`src/rtl/gpio_pkg.sv`:
```
package gpio_pkg;
   typedef struct packed {
      logic spi_use;
      logic irq_en;
      logic irq_low;
      logic ttl;
      logic hisink;
      logic od;
      logic pu;
      logic oe;
   } pin_cfg_t;

   localparam logic [7:0] CFG_RESET = 8'h02;
   localparam int         REG_W     = 8;
endpackage

```
`src/rtl/gpio_sync.sv`:
```
module gpio_sync #(
   parameter int WIDTH  = 8,
   parameter int STAGES = 2
) (
   input  logic             clk,
   input  logic             rst_n,
   input  logic [WIDTH-1:0] async_in,
   output logic [WIDTH-1:0] sync_out
);
   if (STAGES < 2) begin : g_bad_stages
      $error("gpio_sync: STAGES must be at least 2");
   end

   logic [WIDTH-1:0] chain_q [STAGES];

   always_ff @(posedge clk or negedge rst_n) begin
      if (!rst_n) begin
         for (int s = 0; s < STAGES; s++) chain_q[s] <= '0;
      end else begin
         chain_q[0] <= async_in;
         for (int s = 1; s < STAGES; s++) chain_q[s] <= chain_q[s-1];
      end
   end

   assign sync_out = chain_q[STAGES-1];
endmodule

```
`src/rtl/gpio_regs.sv`:
```
module gpio_regs
   import gpio_pkg::*;
#(
   parameter int NUM_PINS = 8,
   parameter int ADDR_W   = 4
) (
   input  logic                 clk,
   input  logic                 rst_n,
   input  logic [ADDR_W-1:0]    bus_addr,
   input  logic                 bus_wr,
   input  logic [REG_W-1:0]     bus_wdata,
   output logic [REG_W-1:0]     bus_rdata,
   input  logic [NUM_PINS-1:0]  pin_sync,
   output logic [NUM_PINS-1:0]  data_q,
   output pin_cfg_t             cfg_q [NUM_PINS]
);
   localparam logic [ADDR_W-1:0] DATA_ADDR = '0;

   if (NUM_PINS > REG_W) begin : g_bad_width
      $error("gpio_regs: NUM_PINS exceeds register width");
   end
   if ((2 ** ADDR_W) <= NUM_PINS) begin : g_bad_addr
      $error("gpio_regs: ADDR_W too small for the register map");
   end

   always_ff @(posedge clk or negedge rst_n) begin
      if (!rst_n) data_q <= '0;
      else if (bus_wr && bus_addr == DATA_ADDR) data_q <= bus_wdata[NUM_PINS-1:0];
   end

   for (genvar i = 0; i < NUM_PINS; i++) begin : g_cfg
      localparam logic [ADDR_W-1:0] MY_ADDR = ADDR_W'(i + 1);

      always_ff @(posedge clk or negedge rst_n) begin
         if (!rst_n) cfg_q[i] <= pin_cfg_t'(CFG_RESET);
         else if (bus_wr && bus_addr == MY_ADDR) cfg_q[i] <= pin_cfg_t'(bus_wdata);
      end

      // configuration registers come out of reset at the pull-up-only value
      a_r1_cfg_reset: assert property (@(posedge clk) disable iff (!rst_n)
         !$past(rst_n) |-> cfg_q[i] == pin_cfg_t'(CFG_RESET));
      // a write to address 1+i is held in that pin's configuration
      a_r2_cfg_write: assert property (@(posedge clk) disable iff (!rst_n)
         (bus_wr && bus_addr == MY_ADDR) |=> cfg_q[i] == pin_cfg_t'($past(bus_wdata)));
   end

   always_comb begin
      bus_rdata = '0;
      if (bus_addr == DATA_ADDR) begin
         bus_rdata[NUM_PINS-1:0] = pin_sync;
      end else begin
         for (int i = 0; i < NUM_PINS; i++) begin
            if (bus_addr == ADDR_W'(i + 1)) bus_rdata = cfg_q[i];
         end
      end
   end
endmodule

```
`src/rtl/gpio_pin_ctrl.sv`:
```
module gpio_pin_ctrl #(
   parameter bit SPI_CAPABLE = 1'b0,
   parameter bit OSC_PIN     = 1'b0
) (
   input  logic clk,
   input  logic rst_n,
   input  logic data_bit,
   input  logic cfg_oe,
   input  logic cfg_pu,
   input  logic cfg_od,
   input  logic cfg_hisink,
   input  logic cfg_ttl,
   input  logic cfg_spi_use,
   input  logic osc_en,
   input  logic spi_oe,
   input  logic spi_out,
   output logic pad_out,
   output logic pad_oe,
   output logic pad_pu,
   output logic pad_ttl,
   output logic pad_hisink
);
   logic gpio_oe, gpio_out, osc_block, spi_sel;

   // GPIO path: open-drain turns the data bit into a tri-state control
   always_comb begin
      if (cfg_od) begin
         gpio_oe  = cfg_oe & ~data_bit;
         gpio_out = 1'b0;
      end else begin
         gpio_oe  = cfg_oe;
         gpio_out = data_bit;
      end
   end

   if (OSC_PIN) begin : g_osc
      assign osc_block = osc_en;
   end else begin : g_no_osc
      assign osc_block = 1'b0 & osc_en;
   end

   if (SPI_CAPABLE) begin : g_spi
      assign spi_sel = cfg_spi_use;
   end else begin : g_no_spi
      assign spi_sel = 1'b0 & cfg_spi_use;
   end

   assign pad_oe     = spi_sel ? spi_oe  : (gpio_oe & ~osc_block);
   assign pad_out    = spi_sel ? spi_out : gpio_out;
   assign pad_pu     = cfg_pu;
   assign pad_ttl    = cfg_ttl;
   assign pad_hisink = cfg_hisink;

   // an open-drain GPIO pin never drives high
   a_r5_od_no_high: assert property (@(posedge clk) disable iff (!rst_n)
      (cfg_od && !spi_sel && pad_oe) |-> !pad_out);
   // the oscillator blocks the driver on clock pins
   a_r7_osc_block: assert property (@(posedge clk) disable iff (!rst_n)
      (OSC_PIN && osc_en && !spi_sel) |-> !pad_oe);
   // SPI ownership hands the pad to the peripheral
   a_r8_spi_owns: assert property (@(posedge clk) disable iff (!rst_n)
      (SPI_CAPABLE && cfg_spi_use) |-> (pad_oe == spi_oe && pad_out == spi_out));
   // output-enable clear keeps a GPIO-owned driver off
   a_r6_oe_clear: assert property (@(posedge clk) disable iff (!rst_n)
      (!cfg_oe && !spi_sel) |-> !pad_oe);
endmodule

```
`src/rtl/gpio_port_ctrl.sv`:
```
module gpio_port_ctrl
   import gpio_pkg::*;
#(
   parameter int          NUM_PINS    = 8,
   parameter int          ADDR_W      = 4,
   parameter int          SYNC_STAGES = 2,
   parameter logic [7:0]  OSC_MASK    = 8'b0000_0011,
   parameter logic [7:0]  SPI_MASK    = 8'b0111_1000
) (
   input  logic                clk,
   input  logic                rst_n,
   input  logic [ADDR_W-1:0]   bus_addr,
   input  logic                bus_wr,
   input  logic [7:0]          bus_wdata,
   output logic [7:0]          bus_rdata,
   input  logic [NUM_PINS-1:0] pad_in,
   output logic [NUM_PINS-1:0] pad_out,
   output logic [NUM_PINS-1:0] pad_oe,
   output logic [NUM_PINS-1:0] pad_pu,
   output logic [NUM_PINS-1:0] pad_ttl,
   output logic [NUM_PINS-1:0] pad_hisink,
   input  logic                osc_en,
   input  logic [NUM_PINS-1:0] spi_oe,
   input  logic [NUM_PINS-1:0] spi_out
);
   if ((OSC_MASK & SPI_MASK) != '0) begin : g_bad_masks
      $error("gpio_port_ctrl: oscillator and SPI pins must not overlap");
   end

   logic [NUM_PINS-1:0] pin_sync;
   logic [NUM_PINS-1:0] data_q;
   pin_cfg_t            cfg_q [NUM_PINS];

   gpio_sync #(.WIDTH(NUM_PINS), .STAGES(SYNC_STAGES)) u_sync (
      .clk      (clk),
      .rst_n    (rst_n),
      .async_in (pad_in),
      .sync_out (pin_sync)
   );

   gpio_regs #(.NUM_PINS(NUM_PINS), .ADDR_W(ADDR_W)) u_regs (
      .clk       (clk),
      .rst_n     (rst_n),
      .bus_addr  (bus_addr),
      .bus_wr    (bus_wr),
      .bus_wdata (bus_wdata),
      .bus_rdata (bus_rdata),
      .pin_sync  (pin_sync),
      .data_q    (data_q),
      .cfg_q     (cfg_q)
   );

   for (genvar i = 0; i < NUM_PINS; i++) begin : g_pin
      gpio_pin_ctrl #(
         .SPI_CAPABLE (SPI_MASK[i]),
         .OSC_PIN     (OSC_MASK[i])
      ) u_pin (
         .clk         (clk),
         .rst_n       (rst_n),
         .data_bit    (data_q[i]),
         .cfg_oe      (cfg_q[i].oe),
         .cfg_pu      (cfg_q[i].pu),
         .cfg_od      (cfg_q[i].od),
         .cfg_hisink  (cfg_q[i].hisink),
         .cfg_ttl     (cfg_q[i].ttl),
         .cfg_spi_use (cfg_q[i].spi_use),
         .osc_en      (osc_en),
         .spi_oe      (spi_oe[i]),
         .spi_out     (spi_out[i]),
         .pad_out     (pad_out[i]),
         .pad_oe      (pad_oe[i]),
         .pad_pu      (pad_pu[i]),
         .pad_ttl     (pad_ttl[i]),
         .pad_hisink  (pad_hisink[i])
      );
   end
endmodule

```
`config.mk`:
```
export PLATFORM = sky130hd
export DESIGN_NAME = gpio_port_ctrl
export DESIGN_NICKNAME = d
export VERILOG_FILES = /design/src/rtl/gpio_pkg.sv /design/src/rtl/gpio_sync.sv /design/src/rtl/gpio_regs.sv /design/src/rtl/gpio_pin_ctrl.sv /design/src/rtl/gpio_port_ctrl.sv
export SDC_FILE = /design/constraint.sdc
export NUM_CORES = 1
export LEC_CHECK = 0
export BUFFER_PORTS_ARGS = -buffer_cell sky130_fd_sc_hd__buf_2
export CORE_ASPECT_RATIO = 1.75
export CORE_UTILIZATION = 57
export CTS_BUF_LIST = sky130_fd_sc_hd__clkbuf_8
export DETAILED_ROUTE_END_ITERATION = 10
export PLACE_DENSITY = 0.82
export SYNTH_ARGS = -nofsm -noshare
export SYNTH_HDL_FRONTEND = slang
export SYNTH_SLANG_ARGS = --single-unit
```
`constraint.sdc`:
```
create_clock -name clk -period 1.9 [get_ports clk]
set_input_delay 0.38 -clock clk [delete_from_list [all_inputs] [get_ports clk]]
set_output_delay 0.38 -clock clk [all_outputs]
set_load 0.01 [all_outputs]
```
== Yosys cells after proc, flatten, opt, wreduce, memory -nomap -nowiden ==
Index checks and enable logic that the tools add are counted.
Word-level totals
  bits in registers: 88
  output and inout port bits: 48
  input bits: 40
  logic and storage cells: 137
Cells by class
  reductions and logical operators: 10
  mux-type cells: 33
  bitwise logic cells: 19
  eq/ne operators: 8
Operators by type and width (number)
  two-way mux 8 bit: 9
  two-way mux 1 bit: 24
  equality test 4 x 3 -> 1 bit (second input constant): 4
  AND 1 bit: 10
  logical AND 1 bit: 9
  NOT 1 bit: 9
  equality test 4 x 2 -> 1 bit (second input constant): 2
  equality test 4 x 1 -> 1 bit (second input constant): 1
  equality test 4 bit (second input constant): 1
  zero test 4 bit: 1

== Logic depth before layout (Yosys ltp) ==
  depth after elaboration: 10
  mapped depth: 7
  gate-level depth less buffers: 4

== By module ==
From an unflattened synthesis, not the netlist that was laid out.
Second synthesis, totals
  cell total of the unflattened synthesis: 350
  area total of the unflattened synthesis: 4421.7 um^2
Modules (own cells, without submodules)
  gpio_regs: sequential area each 1811.7 um^2, cells an instance 268, area an instance 3538.4 um^2, times used 1
  gpio_sync: sequential area each 400.4 um^2, cells an instance 24, area an instance 460.4 um^2, times used 1
  gpio_pin_ctrl at g_pin[3].u_pin ...: sequential area each 0.0 um^2, cells an instance 9, area an instance 63.8 um^2, times used 4
  gpio_pin_ctrl at g_pin[0].u_pin ...: sequential area each 0.0 um^2, cells an instance 6, area an instance 47.5 um^2, times used 2
  gpio_pin_ctrl at g_pin[2].u_pin ...: sequential area each 0.0 um^2, cells an instance 5, area an instance 36.3 um^2, times used 2

== Least setup slack after synthesis ==
No wires, ideal clock.
  kind: input to output
  start point: in bus_addr[0]
  end point: out bus_rdata[2]
  setup slack: -0.007 ns
  arrival time: 1.527 ns
  buffers on the path: 3
  required time: 1.520 ns
  cell stages on the path: 6
  cells stage by stage: buf_6 buf_4 buf_4 mux2i_1 a31o_2 o32ai_1
On the way
  longest elaborated chain between the ends: 10
  elaborated cells between the ends (all ways): 18
  those cells by class: eq/ne: 8; mux: 9; reduce/logical: 1
Ends and longest elaborated chain
  start, declared: RTL line gpio_port_ctrl.sv:12  | input logic [ADDR_W-1:0] bus_addr,
  equality test 4 x 1 -> 1 bit: RTL line gpio_regs.sv:53  | if (bus_addr == ADDR_W'(i + 1)) bus_rdata = cfg_q[i];
  two-way mux 8 bit (8 in a row): RTL line gpio_regs.sv:53
  two-way mux 8 bit *: RTL line gpio_regs.sv:49  | if (bus_addr == DATA_ADDR) begin
  end, declared: RTL line gpio_port_ctrl.sv:15  | output logic [7:0] bus_rdata,
Mark *: on every way between the ends. The rest lies on a longest branch, timed or not.

== Worst setup path in the final report ==
  start point: reg, netlist name u_regs.cfg_q[48]
  end point: out bus_rdata[0]
On the way
  longest elaborated chain between the ends: 8
Ends and longest elaborated chain (RTL line)
  two-way mux 8 bit (7 in a row): gpio_regs.sv:53
  two-way mux 8 bit: gpio_regs.sv:49
Every way passes these cells.

==> flow_summary.toml <==
[floorplan]
floorplan.die_area_um2 = 8128
core_ar_um2 = 7515
floorplan.initialDensity_pct = 58.84
top_level_port_count = 88
die_height_um = 118.5
die-width_um = 68.58
cell_row_count = 42

[routing]
dr.first_iter.drc_count = 203
num_vias = 3292
wl_met1_um = 4143
via_per_inst = 5.806
postRouteAntennaNets = 0
top_layer = "met4"
remaining_drc_errors = 0
drt-wirelength-per-cell_um = 19.25
detailroute.wirelength.met3_um = 510
routed_wl_met2_um = 5727
first_pass_iters = 4
totalWireLength_um = 10910

[critical_path]
worst-endpoint-arrival_ns = 1.79
cpMaxStageDelayCell = "sky130_fd_sc_hd__dfrtp_1"
crit_path_kind = "reg2out"
crit_buf_inv = 1
cpLargestDelayFamily = "compound AO/OA/AOI/OAI gates"
critPathCaptureType = "primary output"
path_cells = "mux2_4, a221oi_2, nor2_1, a221o_1, buf_2"
setup.worst_path.start_class = "flop"
max_fanout_on_critical_path = 2
worst-endpoint-required_ns = 1.52
slowest_delay_ns = 0.40

[sta]
fin_crit_ns = 2.169
setup_ws_ns = -0.2693
worstMarginPinSlew_ns = 0.3969
rsz_0062_raised_after_global_routing = "true"
finalMaxSlewViolations = 0
post-route-period-util_pct = 114.2
worst_clock_skew_ns = 0.002321
maxSlewHeadroom_pct = 73.43
setup-violations-final = 7
count_of_endpoints_failing_hold_in_the_final_timing_report = 0
highest_clock_frequency_the_design_can_meet_mhz = 461.0
final.setup.tns_ns = -1.082

[cts]
cts_tree = "built"
htreeDepth = 3
clk_root_buffer_cell = "sky130_fd_sc_hd__clkbuf_8"
cts_inserted_buffers = 9
max-clock-path-buffers = 2
cts.sinks = 88
clkTransAtPathRegs_ns = 0.08
clkLatencyLatePin_ns = 0.36

[placement]
dpl_cell_area_um2 = 5015
detailedPlacementHpwl_um = 7608
gpl.final_weighted_congestion = 0.8869
port_buffers = 79

[power]
reported_net_switching_power_uw = 1579
seq_power_share_pct = 47.9
static_leakage_uw = 0.002657
power.switching_fraction_pct = 29.52
power.total_uw = 5351
power.density_nw_per_um2 = 966.5
comb_power_share_pct = 27.6
power_frac_clock_pct = 24.5
cell_internal_pwr_uw = 3772
vdd_ir_drop_max_mv = 0.9745

[logic_synthesis]
synth_edf_count = 0
synth-seq-cells = 88
sequential_share_of_the_synthesized_area_pct = 50.03
yosys_warnings = 0
postSynth.topFlopCell = "sky130_fd_sc_hd__dfrtp_1"
netlist.top_cell.by_area = "sky130_fd_sc_hd__dfrtp_1"
syn-num-nets = 407
syn_inst = 367
share_of_async_settable_or_async_resettable_flops_after_synthesis_pct = 100.0
yosysTopAreaCellShare_pct = 45.27
synth.distinct_cells = 44
netlist_top_cells_area = "sky130_fd_sc_hd__dfrtp_1 (45%), sky130_fd_sc_hd__mux2_2 (17%), sky130_fd_sc_hd__buf_4 (7.3%)"
syn-cell-area_um2 = 4422
synth.avg_cell_area_um2 = 12.05

[flow_run]
max_cap_violations = 0

[cells_and_area]
final_design_area_no_fill_um2 = 5537
antenna_cells = 0
postLayoutCoreUtil_pct = 73.68
area_growth_pct = 25.21
fill_cells = 489
drive_gt1_share_pct = 59.08
most-common-layout-cells = "sky130_fd_sc_hd__dfrtp_1 (79), sky130_fd_sc_hd__buf_2 (74), sky130_fd_sc_hd__buf_4 (67)"
layout_commonest_cell = "sky130_fd_sc_hd__dfrtp_1"
design.final.nets = 514

[global_routing]
antenna_found_initial = 0
grt_overflow = 0
grt_start_max_net_pins = 43
grt_use_total_pct = 28.53
first_global_vias = 3311
grt_first_pass_wirelength_um = 16590

[run_status]
violations_in_the_final_reports = "negative setup slack"
status = "finished with violations"

[hold_path]
hold_class = "in2reg"
power groups by stage:
stage / sequential, uW / combinational (uW) / clock (uW)
2_1_floorplan: 2500 / 1070 / 0
3_3_place_gp: 2560 / 1240 / 0
3_5_place_dp: 2590 / 1280 / 0
4_1_cts: 2550 / 1410 / 1320
5_1_grt: 2610 / 1600 / 1400
6_report: 2570 / 1480 / 1310
area by class of cell:
type	count	area, um^2	area share, %
Inverter	5	18.77	0.3390
Clock buffer	11	151.4	2.734
Multi-Input combinational cell	219	1976	35.68
Sequential cell	88	2213	39.98
Clock inverter	5	47.55	0.8588
Timing Repair Buffer	151	1020	18.42
Tap cell	88	110.1	1.989
registers in the layout, summed over array words and instances, names as in the netlist:
| name | flops |
|---|---|
| u_sync.sync_out | 8 |
| u_regs.data_q | 8 |
| u_sync.chain_q | 8 |
| u_regs.cfg_q | 64 |
stage by stage:
step	setup WS [ns]	instances	hold WS, ns
6_report	-0.2693	567	0.1133
4_1_cts	-0.2697	561	0.09892
2_1_floorplan	0.001513	367	0.08441
3_3_place_gp	-0.2065	536	0.2973
5_1_grt	-0.3254	567	0.1026
3_5_place_dp	-0.2491	536	0.3112
cells by family (layout without fill, tap and decap cells):
kind of cell / after synthesis / after routing / share of synthesized area (%)
multiplexers: 91 / 91 / 23.43
flip-flops: 88 / 88 / 50.03
AND/OR/NAND/NOR: 79 / 79 / 9.083
buffers and inverters: 60 / 172 / 9.310
AO/OA/AOI/OAI: 49 / 49 / 8.150
what timing repair did:
action,4_1_cts,5_1_grt
hold endpoints to repair,17,0
setup buffers,9,6
setup endpoints to repair,8,8
hold buffers,1,0
pin swaps,15,11
gates resized for setup,37,10
routing by layer:
layer	vias to the layer above	track usage (%)
li1	1472	-
met3	40	6.660
met4	0	16.28
met2	133	45.59
met5	-	0
met1	1647	33.76
worst paths after layout:
kind / start / to / slack (ns) / cells past startpoint
max: u_regs.cfg_q[48] / bus_rdata[0] / -0.27 / 5
max in group asynchronous: rst_n / u_regs.cfg_q[33] / 0.76 / 3
min in group asynchronous: rst_n / u_sync.chain_q[12] / 0.48 / 2
min: pad_in[3] / u_sync.chain_q[11] / 0.11 / 1
max reg2reg: u_regs.cfg_q[51] / u_regs.cfg_q[51] / 0.89 / 3
min reg2reg: u_sync.chain_q[13] / u_sync.sync_out[5] / 0.35 / 0
cells in the mapped netlist, types with 5 or more instances:
cell type                   n
sky130_fd_sc_hd__nor2_1    15
sky130_fd_sc_hd__a21oi_1    5
sky130_fd_sc_hd__mux2i_1   15
sky130_fd_sc_hd__dfrtp_1   80
sky130_fd_sc_hd__mux2_4     8
sky130_fd_sc_hd__dfstp_2    8
sky130_fd_sc_hd__o21ai_0   10
sky130_fd_sc_hd__nand2_1   27
sky130_fd_sc_hd__buf_4     43
sky130_fd_sc_hd__buf_2      8
sky130_fd_sc_hd__nand2b_1   9
sky130_fd_sc_hd__mux2_2    67
sky130_fd_sc_hd__inv_1      5
sky130_fd_sc_hd__nor2b_1   10
Note: power is estimated with default switching activity, not from simulation.
